### src/rtl/hwflow_pkg.sv
package hwflow_pkg;

  localparam int unsigned DEF_FIFO_DEPTH  = 16;
  localparam int unsigned DEF_SYNC_STAGES = 2;
  localparam int unsigned DEF_RST_STAGES  = 2;

  function automatic int unsigned level_width(input int unsigned depth);
    return $clog2(depth + 1);
  endfunction

endpackage

### src/rtl/hwflow_rst_sync.sv
module hwflow_rst_sync #(
  parameter int unsigned STAGES = 2
) (
  input  logic clk,
  input  logic rst_n,
  output logic rst_core_n
);

  logic [STAGES-1:0] rs_q;
  logic [STAGES-1:0] rs_d;

  generate
    if (STAGES == 1) begin : g_one
      assign rs_d = 1'b1;
    end else begin : g_many
      assign rs_d = {rs_q[STAGES-2:0], 1'b1};
    end
  endgenerate

  always_ff @(posedge clk or negedge rst_n) begin
    if (!rst_n) rs_q <= '0;
    else        rs_q <= rs_d;
  end

  assign rst_core_n = rs_q[STAGES-1];

endmodule

### src/rtl/hwflow_cts_gate.sv
module hwflow_cts_gate #(
  parameter int unsigned SYNC_STAGES = 2
) (
  input  logic clk,
  input  logic rst_n,
  input  logic cts_n,
  input  logic char_gap,
  input  logic auto_cts_en,
  output logic tx_permit
);

  logic cts_seen_n;

  // Synchronizer variant picked by the stage count; zero stages bypass it.
  generate
    if (SYNC_STAGES == 0) begin : g_bypass
      assign cts_seen_n = cts_n;
    end else begin : g_sync
      logic [SYNC_STAGES-1:0] stg_q;
      logic [SYNC_STAGES-1:0] stg_d;
      if (SYNC_STAGES == 1) begin : g_one
        assign stg_d = cts_n;
      end else begin : g_many
        assign stg_d = {stg_q[SYNC_STAGES-2:0], cts_n};
      end
      always_ff @(posedge clk or negedge rst_n) begin
        if (!rst_n) stg_q <= '1;
        else        stg_q <= stg_d;
      end
      assign cts_seen_n = stg_q[SYNC_STAGES-1];
    end
  endgenerate

  logic permit_q;
  logic permit_d;
  logic permit_en;

  // The permit is only re-evaluated in the gap between characters.
  always_comb begin
    permit_en = char_gap;
    permit_d  = ~cts_seen_n;
  end

  always_ff @(posedge clk or negedge rst_n) begin
    if (!rst_n)         permit_q <= 1'b1;
    else if (permit_en) permit_q <= permit_d;
  end

  assign tx_permit = ~auto_cts_en | permit_q;

endmodule

### src/rtl/hwflow_rts_ctrl.sv
module hwflow_rts_ctrl #(
  parameter int unsigned LVL_W = 5
) (
  input  logic             clk,
  input  logic             rst_n,
  input  logic [LVL_W-1:0] rx_level,
  input  logic [LVL_W-1:0] trig_level,
  input  logic             auto_rts_en,
  input  logic             sw_rts,
  output logic             rts_n,
  output logic             trip
);

  logic above_now;
  logic above_q;
  logic hold_q;
  logic hold_d;
  logic line_q;
  logic line_d;

  always_comb begin
    above_now = (rx_level >= trig_level);
    // A trip is a fresh upward crossing seen while the line is asserted.
    trip      = auto_rts_en & above_now & ~above_q & ~line_q;
    if (!auto_rts_en)  hold_d = 1'b0;
    else if (hold_q)   hold_d = above_now;
    else               hold_d = trip;
    line_d = hold_d | ~sw_rts;
  end

  always_ff @(posedge clk or negedge rst_n) begin
    if (!rst_n) begin
      above_q <= 1'b0;
      hold_q  <= 1'b0;
      line_q  <= 1'b1;
    end else begin
      above_q <= above_now;
      hold_q  <= hold_d;
      line_q  <= line_d;
    end
  end

  assign rts_n = line_q;

endmodule

### src/rtl/hwflow_irq_flag.sv
module hwflow_irq_flag (
  input  logic clk,
  input  logic rst_n,
  input  logic set,
  input  logic ack,
  output logic flag
);

  logic flag_q;
  logic flag_d;

  // A new event wins over an acknowledge in the same cycle.
  always_comb begin
    if (set)      flag_d = 1'b1;
    else if (ack) flag_d = 1'b0;
    else          flag_d = flag_q;
  end

  always_ff @(posedge clk or negedge rst_n) begin
    if (!rst_n) flag_q <= 1'b0;
    else        flag_q <= flag_d;
  end

  assign flag = flag_q;

endmodule

### src/rtl/uart_hwflow_ctrl.sv
module uart_hwflow_ctrl
  import hwflow_pkg::*;
#(
  parameter int unsigned FIFO_DEPTH  = DEF_FIFO_DEPTH,
  parameter int unsigned SYNC_STAGES = DEF_SYNC_STAGES,
  parameter int unsigned RST_STAGES  = DEF_RST_STAGES,
  localparam int unsigned LVL_W      = level_width(FIFO_DEPTH)
) (
  input  logic             clk,
  input  logic             rst_n,
  input  logic             cts_n,
  input  logic             char_gap,
  input  logic             auto_cts_en,
  input  logic             auto_rts_en,
  input  logic             sw_rts,
  input  logic [LVL_W-1:0] rx_level,
  input  logic [LVL_W-1:0] trig_level,
  input  logic             irq_ack,
  output logic             rts_n,
  output logic             tx_permit,
  output logic             rts_irq
);

  logic rst_core_n;
  logic rts_trip;

  hwflow_rst_sync #(.STAGES(RST_STAGES)) i_rst_sync (
    .clk        (clk),
    .rst_n      (rst_n),
    .rst_core_n (rst_core_n)
  );

  hwflow_cts_gate #(.SYNC_STAGES(SYNC_STAGES)) i_cts_gate (
    .clk         (clk),
    .rst_n       (rst_core_n),
    .cts_n       (cts_n),
    .char_gap    (char_gap),
    .auto_cts_en (auto_cts_en),
    .tx_permit   (tx_permit)
  );

  hwflow_rts_ctrl #(.LVL_W(LVL_W)) i_rts_ctrl (
    .clk         (clk),
    .rst_n       (rst_core_n),
    .rx_level    (rx_level),
    .trig_level  (trig_level),
    .auto_rts_en (auto_rts_en),
    .sw_rts      (sw_rts),
    .rts_n       (rts_n),
    .trip        (rts_trip)
  );

  hwflow_irq_flag i_irq_flag (
    .clk   (clk),
    .rst_n (rst_core_n),
    .set   (rts_trip),
    .ack   (irq_ack),
    .flag  (rts_irq)
  );

endmodule

### config.mk
export PLATFORM = sky130hd
export DESIGN_NAME = uart_hwflow_ctrl
export DESIGN_NICKNAME = d
export VERILOG_FILES = /design/src/rtl/hwflow_pkg.sv /design/src/rtl/hwflow_rst_sync.sv /design/src/rtl/hwflow_cts_gate.sv /design/src/rtl/hwflow_rts_ctrl.sv /design/src/rtl/hwflow_irq_flag.sv /design/src/rtl/uart_hwflow_ctrl.sv
export SDC_FILE = /design/constraint.sdc
export NUM_CORES = 1
export LEC_CHECK = 0
export BUFFER_PORTS_ARGS = -buffer_cell sky130_fd_sc_hd__clkbuf_2
export CAP_MARGIN = 20
export CORE_UTILIZATION = 30
export CTS_CLUSTER_DIAMETER = 50
export CTS_CLUSTER_SIZE = 10
export DETAILED_ROUTE_END_ITERATION = 10
export GPL_TIMING_DRIVEN = 0
export PLACE_DENSITY = 0.56
export SLEW_MARGIN = 20
export SYNTH_ARGS = -nofsm -noshare
export SYNTH_HDL_FRONTEND = slang
export SYNTH_SLANG_ARGS = --single-unit
### constraint.sdc
create_clock -name clk -period 1 [get_ports clk]
set_input_delay 0.2 -clock clk [delete_from_list [all_inputs] [get_ports clk]]
set_output_delay 0.2 -clock clk [all_outputs]
set_load 0.02 [all_outputs]
==> flow_summary_export.csv, run 1 <==
group,metric,value,unit
sta,finalMaxSlewViolations,0,
place,port_buffers,20,
place,dpl_cell_area,591,sq um
clock_network,cts-buffers-inserted,3,
status,violations,"setup timing",
pwr,switching_share,24.5,%
floorplan,rows,13,
pwr,clockPowerShare,30.1,%
yosys,synth.largest_area_cell,"dfrtp_1",
floorplan,core_area,1330,sq um
sta,finalHoldViolCount,0,
clock_network,clkSlewWorstSetupHoldPaths,60,ps
place,dpl.hpwl,586,um
floorplan,start_util,33.1,%
status,status,"complete, but fails checks",
pwr,seqPwrFrac,47.4,%
sta,rsz0062_at_grt,"true",
yosys,synth_area,442,sq um
worst_hold_path,hp-class,"in -> reg",
critical_path,r2r_start,"i_rts_ctrl.rts_n",
sta,tns,-355,ps
critical_path,crit_path_start,"i_cts_gate.permit_q",
yosys,syn-num-nets,62,
yosys,ys_types,20,
sta,worst_slack,-195,ps
yosys,ys_seq_area_share,52.1,%
pwr,p_int,0.662,mW
sta,post-route-period-util,119,%
clock_network,cts_max_level,1,
layout,n_antenna_cell,0,
flow_run,drv_cap,0,
critical_path,reg2reg_depth,4,
critical_path,critPathArrivalTime,990,ps
yosys,yosysWarnings,0,
detailed_routing,drc,0,
yosys,synth_edf_count,0,
layout,regArea,230,sq um
global_route,track_usage,10.1,%
global_route,grt_pass1_vias,285,
layout,finalNetCount,89,
floorplan,num_io_pins,21,
clock_network,clk_path_buf_depth,2,
sta,fmaxAchievable,837,MHz
critical_path,rrSetupSlack,-30,ps
sta,finalCriticalPeriod,1190,ps
detailed_routing,wl_per_cell,8.68,um
critical_path,crit_path_end_kind,"output pin",
critical_path,crit_fanout,2,
global_route,antenna_found_initial,0,
detailed_routing,vias,356,
yosys,ys_ff_latch,9,
clock_network,cts_sinks,9,
yosys,async_flop_share,100,%
global_route,grt.overflow.total,0,
yosys,netlist.area_leader.share,28.3,%
yosys,synth_common_cells,"inv_1 (6), dfrtp_1 (5), ha_1 (5), dfstp_2 (4), nor2_1 (3)",
detailed_routing,drtIter0Drc,2,
global_route,grt_pass1_wl,1.04,mm
yosys,yosysMostFrequentCell,"inv_1",
clock_network,clk_latency,250,ps
place,gp_congestion,0.575,
pwr,pwr-share-comb,22.6,%
yosys,synth_ff_type,"dfrtp_1",
pwr,leakage,0.349,nW
layout,fillCellCount,133,
detailed_routing,drtAntennaViolNets,0,
layout,syn_to_final_growth,53.5,%
yosys,synth_area_per_cell,11.3,sq um
detailed_routing,dr.pass1.iters,4,
critical_path,crit_type,"reg -> out",
clock_network,cts_tree,"yes",
floorplan,fp.dieW,40.4,um
layout,drive_gt1_share,56.9,%
floorplan,die_y,40.4,um
clock_network,cts_root_buffer,"clkbuf_4",
layout,finish.instance_area,678,sq um
global_route,grt_start_max_net_pins,8,
yosys,netlist_instances,39,
layout,multi_input_area,230,sq um
floorplan,dieArea,1630,sq um
detailed_routing,viasPerCell,4.45,
critical_path,critPathRequiredTime,800,ps
critical_path,startpoint_type,"flip-flop",
detailed_routing,route.final.wire_length,694,um
yosys,ys_top_cells_by_area,"dfrtp_1 (28%), dfstp_2 (24%), ha_1 (14%), inv_1 (5.1%), a21o_1 (3.4%)",
pwr,ir_drop,796,uV
critical_path,reg2reg_to,"i_irq_flag.flag",
critical_path,endpoint,"tx_permit",
sta,finClkSkew,1.18,ps
sta,setup_viol,4,
pwr,netSwitchingPower,0.214,mW
pwr,pwr_density_cell,1290,nW/um^2
## flip-flops by register name (all words and copies together) (netlist names)
register	count
i_rts_ctrl.above_q	1
i_rts_ctrl.rts_n	1
i_irq_flag.flag	1
i_rts_ctrl.hold_q	1
i_cts_gate.permit_q	1
i_rst_sync.rs_q	2
i_cts_gate.g_sync.stg_q	2
## what timing repair did
item	4_1_cts	5_1_grt
endpoints found under the hold margin	2	0
buffers inserted	1	0
hold buffers	1	0
endpoints found under the setup margin	2	6
gates resized for setup	3	7
pin swaps	3	0
## cell usage in the layout (no fill, tap or decap)
cell            n
clkbuf_2       17
dfrtp_1         5
inv_1           4
dfstp_2         4
ha_1            3
clkbuf_4        3
nand2b_4        2
a21o_1          2
nor2_1          2
o21ai_1         2
ha_4            2
buf_6           2
buf_8           2
inv_2           1
a31oi_1         1
nand2_1         1
o21bai_1        1
a311oi_2        1
and2_1          1
nor2_2          1
o221ai_2        1
a21oi_1         1
nand3_1         1
a32oi_1         1
inv_4           1
clkbuf_1        1
dlygate4sd3_1   1
conb_1          1
## critical path, stage by stage (launching register included)
cell	delay (ps)
dfstp_2	520
nand2b_4	120
buf_8	100
## routing by layer
layer / share of wire [%] / track usage (%)
met5: 0 / 0
met4: 2.0 / 7.50
met3: 9.7 / 5.00
met2: 42 / 13.9
met1: 46 / 11.9
## power by group through the flow
stage / clock network [mW] / logic, mW / registers [mW]
floorplan: 0 / 0.0929 / 0.426
detailed placement: 0 / 0.166 / 0.419
global placement: 0 / 0.163 / 0.418
finish: 0.264 / 0.198 / 0.415
CTS: 0.278 / 0.186 / 0.413
global route: 0.297 / 0.220 / 0.420
## per-stage QoR
step	power, mW	utilization, %	hold WS [ps]	setup WS [ps]	cells
CTS	0.878	49.3	19.0	-220	80
global placement	0.582	44.3	-12.3	-256	74
finish	0.877	50.8	26.7	-195	80
detailed placement	0.585	44.3	-10.1	-265	74
global route	0.937	50.8	12.8	-233	80
floorplan	0.519	-	-95.6	-57.2	39
## worst min-delay path by stage
| stage | cells after the start | slack, ps | startpoint | end |
|---|---|---|---|---|
| after global routing | 1 | 10 | cts_n | i_cts_gate.g_sync.stg_q[0] |
| after CTS | 1 | 20 | cts_n | i_cts_gate.g_sync.stg_q[0] |
| after detailed placement | 1 | -10 | rst_n | i_rst_sync.rs_q[0] |
| after global placement | 1 | -10 | rst_n | i_rst_sync.rs_q[0] |
| after floorplan | 0 | -100 | rst_n | i_rst_sync.rs_q[0] |
| final | 1 | 30 | cts_n | i_cts_gate.g_sync.stg_q[0] |
## layout make-up
cell class	count	share of cell area, %
Sequential cell	9	33.9
Multi-Input combinational cell	24	33.9
Timing Repair Buffer	22	21.8
Clock buffer	4	3.87
Inverter	6	3.69
Tap cell	15	2.77
## kinds of logic after synthesis
group	synth area share, %
other	0.849
buffers and inverters	5.10
AO/OA/AOI/OAI	17.3
adder cells (fa/ha/maj)	14.2
AND/OR/NAND/NOR	10.5
flip-flops	52.1
(Power assumes the default switching activity.)
==> run 2, diff against run 1 <==
--- a/config.mk
+++ b/config.mk
@@ -13,6 +13,7 @@
 export DETAILED_ROUTE_END_ITERATION = 10
 export GPL_TIMING_DRIVEN = 0
 export PLACE_DENSITY = 0.56
+export REMOVE_ABC_BUFFERS = 1
 export SLEW_MARGIN = 20
 export SYNTH_ARGS = -nofsm -noshare
 export SYNTH_HDL_FRONTEND = slang
==> run 2 against run 1 <==
  * The flow still finishes with violations (setup timing)
  * Non-clock buffer count did not move
  * Sequential share of layout area fell by 0.31 points
  * Cell count did not move
==> flow_summary_export.csv, run 2 (same netlist as run 1, synthesis figures left out) <==
group,metric,value,unit
global_route,grt_pass1_wl,1.13,mm
clock_network,clk_path_buf_depth,2,
layout,fin_cells,80,
place,dpl_cell_area,561,sq um
detailed_routing,wl_per_cell,8.98,um
floorplan,fp.dieW,40.4,um
detailed_routing,wl_met2,320,um
detailed_routing,vias,353,
place,pre_cts_ws,-300,ps
detailed_routing,drtIter0Drc,0,
sta,finalCriticalPeriod,1190,ps
clock_network,cts_max_level,1,
clock_network,clkSlewWorstSetupHoldPaths,60,ps
critical_path,crit_path_end_kind,"output pin",
layout,finalNetCount,89,
place,gp_congestion,0.579,
sta,finClkSkew,1.18,ps
pwr,switching_share,24.6,%
sta,finalHoldViolCount,0,
floorplan,core_area,1330,sq um
critical_path,crit_type,"reg -> out",
clock_network,cts-buffers-inserted,3,
global_route,grt_pass1_vias,298,
layout,multi_input_area,243,sq um
global_route,grt.overflow.total,0,
sta,post-route-period-util,119,%
place,dpl.hpwl,591,um
status,status,"complete, but fails checks",
layout,fillCellCount,128,
global_route,grt_start_max_net_pins,8,
clock_network,clk_latency,250,ps
sta,fmaxAchievable,839,MHz
critical_path,critPathRequiredTime,800,ps
worst_hold_path,worst_hold_path.num_cells,1,
pwr,seqPwrFrac,47.2,%
layout,finish.instance_area,684,sq um
detailed_routing,drtAntennaViolNets,0,
flow_run,drv_cap,0,
layout,final_cell_mix,"clkbuf_2 (17), dfrtp_1 (5), inv_1 (4), dfstp_2 (4)",
detailed_routing,route.final.wire_length,718,um
pwr,power,0.880,mW
sta,worst_slack,-192,ps
pwr,ir_drop,966,uV
detailed_routing,wl_met3,56,um
worst_hold_path,hp-class,"in -> reg",
pwr,leakage,0.349,nW
sta,finalMaxSlewViolations,0,
layout,layout_commonest_cell,"clkbuf_2",
pwr,p_int,0.663,mW
critical_path,crit_fanout,2,
floorplan,start_util,33.1,%
pwr,clockPowerShare,30.1,%
pwr,pwr-share-comb,22.7,%
floorplan,die_y,40.4,um
floorplan,num_io_pins,21,
status,violations,"setup timing",
layout,n_antenna_cell,0,
pwr,netSwitchingPower,0.216,mW
layout,syn_to_final_growth,55.0,%
critical_path,critPathArrivalTime,990,ps
detailed_routing,dr.pass1.iters,1,
pwr,pwr_density_cell,1290,nW/um^2
layout,drive_gt1_share,58.5,%
global_route,antenna_found_initial,0,
layout,final_util,51.3,%
detailed_routing,viasPerCell,4.41,
clock_network,cts_sinks,9,
layout,regArea,230,sq um
layout,reg_top3,"i_cts_gate.g_sync.stg_q: 2 flops, i_rst_sync.rs_q: 2 flops",
sta,setup_viol,2,
sta,rsz0062_at_grt,"true",
floorplan,dieArea,1630,sq um
detailed_routing,wirelength_met1,341,um
critical_path,startpoint_type,"flip-flop",
clock_network,cts_tree,"yes",
floorplan,rows,13,
place,port_buffers,20,
critical_path,reg2reg_depth,3,
detailed_routing,drc,0,
place,dp.cells,74,
detailed_routing,top_layer,"met3",
clock_network,cts_root_buffer,"clkbuf_4",
global_route,track_usage,10.6,%
## run 2: cell count changes in the layout (fill, tap and decap cells not counted)
| cell | previous run | this run |
|---|---|---|
| buf_4 | 0 | 1 |
| buf_6 | 2 | 1 |
| ha_1 | 3 | 2 |
| ha_4 | 2 | 3 |
| inv_2 | 1 | 2 |
| inv_4 | 1 | 0 |
## run 2: final timing paths
check | endpoint | slack [ps] | from
setup reg to reg | i_irq_flag.flag | 30 | i_rts_ctrl.rts_n
hold reg to reg | i_rts_ctrl.above_q | 100 | i_rst_sync.rs_q[1]
min in group asynchronous | i_rts_ctrl.above_q | 100 | i_rst_sync.rs_q[1]
hold / removal | i_cts_gate.g_sync.stg_q[0] | 40 | cts_n
setup / recovery | tx_permit | -190 | i_cts_gate.permit_q
max in group asynchronous | i_rst_sync.rs_q[0] | 620 | rst_n
## run 2: metrics by stage
step | hold WS, ps | setup TNS, ps
4_1_cts | 27.4 | -349
6_report | 35.1 | -302
3_5_place_dp | -12.7 | -1090
5_1_grt | 13.1 | -382
2_1_floorplan | -95.6 | -422
3_3_place_gp | -12.0 | -1010
## run 2: critical path, cell delays in order, from the launching register on
cell and delay (ps):
dfstp_2 520, nand2b_4 120, buf_8 100
## run 2: metal layers
metal  vias to the layer above  GRT usage, %
li1                        187             -
met1                       150          12.2
met2                        16          17.1
met3                         0          7.22
met4                         0             0
met5                         -             0
## run 2: power groups by stage
stage / clock network (mW) / registers, mW / logic (mW)
2_1_floorplan: 0 / 0.425 / 0.0831
3_3_place_gp: 0 / 0.417 / 0.147
3_5_place_dp: 0 / 0.418 / 0.150
4_1_cts: 0.276 / 0.412 / 0.169
5_1_grt: 0.305 / 0.419 / 0.223
6_report: 0.265 / 0.416 / 0.199
## run 2: what timing repair did
action	in CTS	in global routing
pin swaps	4	4
setup buffers	0	1
setup endpoints to repair	4	7
hold buffers	1	0
gates resized for setup	7	11
hold endpoints to repair	2	0
## run 2: area by class of cell
cell class	instances	share of cell area [%]
clock buffers	4	3.84
inverters	6	3.29
multi-input cells	24	35.5
flip-flops and latches	9	33.6
well taps	15	2.74
repair buffers	22	21.0
